$ cat src/rtl/sbsram_pkg.sv
package sbsram_pkg;

    localparam int unsigned BEAT_W    = 2;
    localparam int unsigned BURST_LEN = 1 << BEAT_W;

    typedef logic [BEAT_W-1:0] beat_t;

    typedef enum logic {
        ORDER_WRAP = 1'b0,
        ORDER_XOR  = 1'b1
    } beat_order_e;

    typedef struct packed {
        logic start;   // any accepted strobe
        logic pstart;  // start taken by processor strobe
        logic step;    // advance the beat count
        logic sel;     // chip-select decode on this edge
    } strobe_dec_t;

    function automatic beat_t beat_low(beat_t first, beat_t count, beat_order_e order);
        beat_t r;
        if (order == ORDER_XOR) r = first ^ count;
        else                    r = beat_t'(first + count);
        return r;
    endfunction

endpackage

$ cat src/rtl/sbsram_ctl.sv
module sbsram_ctl
    import sbsram_pkg::*;
#(
    parameter int BYTES = 2
) (
    input  logic             pstb_n,
    input  logic             cstb_n,
    input  logic             adv_n,
    input  logic             ce1_n,
    input  logic             ce2,
    input  logic             ce3_n,
    input  logic             gw_n,
    input  logic             bwe_n,
    input  logic [BYTES-1:0] bw_n,
    output strobe_dec_t      dec,
    output logic [BYTES-1:0] wmask
);

    logic pstart;
    logic any_strobe;

    assign pstart     = ~pstb_n & ~ce1_n;
    assign any_strobe = ~pstb_n | ~cstb_n;

    always_comb begin
        dec.pstart = pstart;
        dec.start  = pstart | ~cstb_n;
        dec.step   = ~any_strobe & ~adv_n;
        dec.sel    = ~ce1_n & ce2 & ~ce3_n;
    end

    // a processor-strobe start is always a read
    for (genvar g = 0; g < BYTES; g++) begin : g_lane_en
        assign wmask[g] = ~pstart & (~gw_n | (~bwe_n & ~bw_n[g]));
    end

endmodule

$ cat src/rtl/sbsram_burst.sv
module sbsram_burst
    import sbsram_pkg::*;
#(
    parameter int ADDR_W = 6
) (
    input  logic              clk,
    input  logic              rst,
    input  strobe_dec_t       dec,
    input  logic [ADDR_W-1:0] addr,
    input  beat_order_e       order,
    output logic [ADDR_W-1:0] beat_addr,
    output logic [ADDR_W-1:0] beat_addr_nxt,
    output logic              sel_q,
    output logic              sel_nxt,
    output beat_t             cnt_q
);

    localparam int HI_LSB = BEAT_W;

    logic [ADDR_W-1:0] base_q, base_d;
    beat_t             cnt_d;

    always_comb begin
        base_d  = base_q;
        cnt_d   = cnt_q;
        sel_nxt = sel_q;
        if (dec.start) begin
            base_d  = addr;
            cnt_d   = '0;
            sel_nxt = dec.sel;
        end else if (dec.step) begin
            cnt_d = beat_t'(cnt_q + 1'b1);
        end
    end

    always_ff @(posedge clk) begin
        if (rst) begin
            base_q <= '0;
            cnt_q  <= '0;
            sel_q  <= 1'b0;
        end else begin
            base_q <= base_d;
            cnt_q  <= cnt_d;
            sel_q  <= sel_nxt;
        end
    end

    assign beat_addr_nxt = {base_d[ADDR_W-1:HI_LSB], beat_low(base_d[BEAT_W-1:0], cnt_d, order)};
    assign beat_addr     = {base_q[ADDR_W-1:HI_LSB], beat_low(base_q[BEAT_W-1:0], cnt_q, order)};

endmodule

$ cat src/rtl/sbsram_array.sv
module sbsram_array #(
    parameter int ADDR_W = 6,
    parameter int BYTES  = 2,
    parameter int BYTE_W = 8
) (
    input  logic                      clk,
    input  logic                      rst,
    input  logic [BYTES-1:0]          we,
    input  logic [ADDR_W-1:0]         waddr,
    input  logic [BYTES*BYTE_W-1:0]   wdata,
    input  logic [ADDR_W-1:0]         raddr,
    output logic [BYTES*BYTE_W-1:0]   rdata
);

    localparam int DEPTH = 1 << ADDR_W;

    for (genvar g = 0; g < BYTES; g++) begin : g_lane
        logic [BYTE_W-1:0] lane_mem [DEPTH];

        always_ff @(posedge clk) begin
            if (rst) begin
                for (int i = 0; i < DEPTH; i++) lane_mem[i] <= '0;
            end else if (we[g]) begin
                lane_mem[waddr] <= wdata[g*BYTE_W +: BYTE_W];
            end
        end

        assign rdata[g*BYTE_W +: BYTE_W] = lane_mem[raddr];
    end

endmodule

$ cat src/rtl/sbsram_core.sv
module sbsram_core
    import sbsram_pkg::*;
#(
    parameter int ADDR_W = 6,
    parameter int BYTES  = 2,
    parameter int BYTE_W = 8
) (
    input  logic                    clk,
    input  logic                    rst,
    input  logic [ADDR_W-1:0]       addr_i,
    input  logic [BYTES*BYTE_W-1:0] din_i,
    output logic [BYTES*BYTE_W-1:0] dout_o,
    output logic                    dout_vld_o,
    input  logic                    oe_n_i,
    input  logic                    ce1_n_i,
    input  logic                    ce2_i,
    input  logic                    ce3_n_i,
    input  logic                    pstb_n_i,
    input  logic                    cstb_n_i,
    input  logic                    adv_n_i,
    input  logic                    gw_n_i,
    input  logic                    bwe_n_i,
    input  logic [BYTES-1:0]        bw_n_i,
    input  logic                    mode_i
);

    localparam int DATA_W = BYTES * BYTE_W;

    strobe_dec_t       dec;
    logic [BYTES-1:0]  wmask;
    logic [BYTES-1:0]  we_eff;
    logic [ADDR_W-1:0] beat_addr;
    logic [ADDR_W-1:0] beat_addr_nxt;
    logic              sel_q;
    logic              sel_nxt;
    beat_t             cnt_q;
    logic [DATA_W-1:0] rdata;
    logic              wr_q;
    beat_order_e       order;

    assign order = beat_order_e'(mode_i);

    sbsram_ctl #(.BYTES(BYTES)) u_ctl (
        .pstb_n (pstb_n_i),
        .cstb_n (cstb_n_i),
        .adv_n  (adv_n_i),
        .ce1_n  (ce1_n_i),
        .ce2    (ce2_i),
        .ce3_n  (ce3_n_i),
        .gw_n   (gw_n_i),
        .bwe_n  (bwe_n_i),
        .bw_n   (bw_n_i),
        .dec    (dec),
        .wmask  (wmask)
    );

    sbsram_burst #(.ADDR_W(ADDR_W)) u_burst (
        .clk           (clk),
        .rst           (rst),
        .dec           (dec),
        .addr          (addr_i),
        .order         (order),
        .beat_addr     (beat_addr),
        .beat_addr_nxt (beat_addr_nxt),
        .sel_q         (sel_q),
        .sel_nxt       (sel_nxt),
        .cnt_q         (cnt_q)
    );

    assign we_eff = wmask & {BYTES{sel_nxt}};

    sbsram_array #(.ADDR_W(ADDR_W), .BYTES(BYTES), .BYTE_W(BYTE_W)) u_array (
        .clk   (clk),
        .rst   (rst),
        .we    (we_eff),
        .waddr (beat_addr_nxt),
        .wdata (din_i),
        .raddr (beat_addr),
        .rdata (rdata)
    );

    always_ff @(posedge clk) begin
        if (rst) wr_q <= 1'b0;
        else     wr_q <= |we_eff;
    end

    assign dout_vld_o = sel_q & ~wr_q & ~oe_n_i;
    assign dout_o     = dout_vld_o ? rdata : '0;

endmodule

$ cat config.mk
export PLATFORM = sky130hd
export DESIGN_NAME = sbsram_core
export DESIGN_NICKNAME = d
export VERILOG_FILES = /design/src/rtl/sbsram_pkg.sv /design/src/rtl/sbsram_ctl.sv /design/src/rtl/sbsram_burst.sv /design/src/rtl/sbsram_array.sv /design/src/rtl/sbsram_core.sv
export SDC_FILE = /design/constraint.sdc
export NUM_CORES = 2
export LEC_CHECK = 0
export BUFFER_PORTS_ARGS = -buffer_cell sky130_fd_sc_hd__buf_2
export CAP_MARGIN = 20
export CORE_UTILIZATION = 51
export CTS_CLUSTER_SIZE = 25
export DETAILED_ROUTE_END_ITERATION = 6
export PLACE_DENSITY = 0.67
export SLEW_MARGIN = 20
export SYNTH_ARGS = -nofsm -noshare
export SYNTH_HDL_FRONTEND = slang
export SYNTH_HIERARCHICAL = 1
export SYNTH_SLANG_ARGS = --single-unit
$ cat constraint.sdc
create_clock -name clk -period 8 [get_ports clk]
set_input_delay 0.8 -clock clk [delete_from_list [all_inputs] [get_ports clk]]
set_output_delay 0.8 -clock clk [all_outputs]
set_load 0.005 [all_outputs]
==> metrics.txt <==
run status finished with violations; total wire length 121000 um; first-pass GRT wire length 180000 um; Reg area 31000 um^2; wire per inst 27.2 um; Reg clk slew, reported paths 0.06 ns; failing checks DRC; Num CTS Buffers 107; RSZ-0062 raised after global routing no; fillers 7369; Worst setup EP type output port; input/output buffers 52; Tcrit/Tclk final 0.675; antenna viol nets, final 0; CP required 7.20 ns; Skew-Pair Late Insertion Delay 0.69 ns; area of the multi-input gates 16000 um^2; Tot GR Track Use 0.259; Final Skew 0.0223 ns; total setup buffers inserted after CTS 0; overall die area 95700 um^2; worst r2r dst u_array/g_lane[1].lane_mem[14][1]$_SDFFCE_PN0P_; Iter 0 DRT Violations 2878; setup slack at placement 2.79 ns; grt ovf 0; pin count of the biggest net entering global routing 108; fmax 185 MHz; row count 112; Max Slew Vio Count 0; vias in the first global route 26900; hold_buf cts 0; Reg2Reg Depth 10; # IOs 53; WHS Endpoint u_burst/base_q[1]$_SDFF_PP0_; static leakage 18.7 nW; layout cell share with drive strength beyond 1 0.207; clk sinks 1034; class of the worst hold path in -> reg; Post-Synthesis Cell Area 48200 um^2; PwrDens 227 nW/um^2; core area 93500 um^2; Die Y 309 um; Root Driver clkbuf_16; Worst-Margin Slew 1.10 ns; CP startpoint kind flip-flop; Max transition margin 0.268; CTS tree yes; Reg2Reg Setup Slack 3.63 ns; Ys Warns 6; initial antenna violation count 2; Clock Tree Buf Depth 3; total negative slack 0 ns; WS Path Type reg -> out; Residual DRC 1; hold depth 3; post-layout util 0.562; total power 11.9 mW; vias post-DR 26600; min-delay src addr_i[1]; Worst Path Arrival 4.60 ns; maxcap violations 0; DRT Pass-1 Iters 7; final-report setup violation count 0; crit path max fanout 40; Final HPWL DP 75600 um; fin crit period 5.40 ns; Hold Vio Cnt, Final 0; Post-Syn Area per Cell 15.2 um^2; Die Wd 309 um; Resize count post-CTS 0; Ant. Diodes 0; Critical R2R Launch u_burst/cnt_q[0]$_SDFF_PP0_; GP Congestion 0.866; final-stage net count 3160; syn_nets 3210; H-tree levels 3; Vias per Instance 5.95; effective utilization at floorplan 0.516; VDD IR-drop max 0.180 mV; area grow syn2layout 8.93%; fin worst setup slack 2.60 ns; Post-Syn Instances 3172
-- cells in the final DEF (no fill, tap or decap), types with 6 or more instances in the layout --
| master | count |
|---|---|
| and2_1 | 1027 |
| edfxtp_1 | 1024 |
| mux4_2 | 269 |
| nor2_1 | 157 |
| or2_2 | 128 |
| clkbuf_16 | 110 |
| mux2i_1 | 48 |
| buf_2 | 47 |
| buf_4 | 32 |
| clkinv_1 | 27 |
| o21ai_1 | 27 |
| a21oi_1 | 27 |
| clkbuf_1 | 26 |
| nor2b_1 | 24 |
| o22ai_1 | 22 |
| clkinv_2 | 19 |
| o21ai_0 | 19 |
| nand2_1 | 18 |
| and2_2 | 16 |
| a211oi_1 | 13 |
| o41ai_1 | 13 |
| inv_1 | 10 |
| nor2_2 | 9 |
| bufinv_16 | 8 |
| nand2b_1 | 8 |
| nor3_1 | 8 |
| nand3b_1 | 8 |
| dfxtp_1 | 7 |
| mux2_2 | 6 |
-- critical path: stages, from the launching register on --
cell     delay, ns
dfxtp_1       0.42
ha_4          0.15
nor2b_1       0.20
xnor2_2       0.15
buf_4         0.60
buf_4         0.63
mux4_2        0.34
mux4_2        0.27
nor2_1        0.05
o41ai_1       0.67
and2_2        0.26
buf_2         0.11
-- stage by stage --
step,cells,cell area [um^2],hold slack [ns]
finish,4464,52500,0.459
global route,4464,52500,0.457
CTS,4464,52500,0.412
detailed placement,4267,49100,0.581
global placement,4267,49100,0.565
floorplan,3172,48200,0.551
-- where the power goes --
part           internal (mW)  total (mW)  switching (mW)
clock                   2.77        4.83            2.06
combinational          0.333       0.893           0.560
sequential              6.12        6.20          0.0834
-- state kept, by name, summed over array words and instances (netlist names) --
| signal | cells |
|---|---|
| u_array/g_lane.lane_mem | 1024 |
| u_burst/base_q | 6 |
| u_burst/cnt_q | 2 |
| u_burst/sel_q | 1 |
| wr_q | 1 |
-- area by class of cell --
| cell class | instances | share of cell area |
|---|---|---|
| Clock buffer | 136 | 0.0543 |
| Clock inverter | 61 | 0.00984 |
| Inverter | 10 | 0.000715 |
| Multi-Input combinational cell | 1887 | 0.305 |
| Sequential cell | 1034 | 0.590 |
| Tap cell | 1254 | 0.0299 |
| Timing Repair Buffer | 82 | 0.0102 |
-- metal layers --
metal	track usage	wire length, um	up-vias
li1	-	-	11500
met5	0	0	-
met1	0.353	49000	13800
met3	0.0471	9490	189
met2	0.426	59600	1106
met4	0.0726	3370	0
-- how the worst max path moves through the flow --
stage,end,slack (ns),depth (start not counted),startpoint
after floorplan,u_array/g_lane[1].lane_mem[26][0]$_SDFFCE_PN0P_,4.22,13,pstb_n_i
after global placement,dout_o[5],2.91,11,mode_i
after detailed placement,u_array/g_lane[1].lane_mem[14][7]$_SDFFCE_PN0P_,2.79,12,pstb_n_i
after CTS,dout_o[5],2.51,11,u_burst/cnt_q[0]$_SDFF_PP0_
after global routing,dout_o[5],2.37,11,u_burst/cnt_q[0]$_SDFF_PP0_
final,dout_o[5],2.60,11,u_burst/cnt_q[0]$_SDFF_PP0_
No activity file was read; power rests on OpenSTA's default activity.
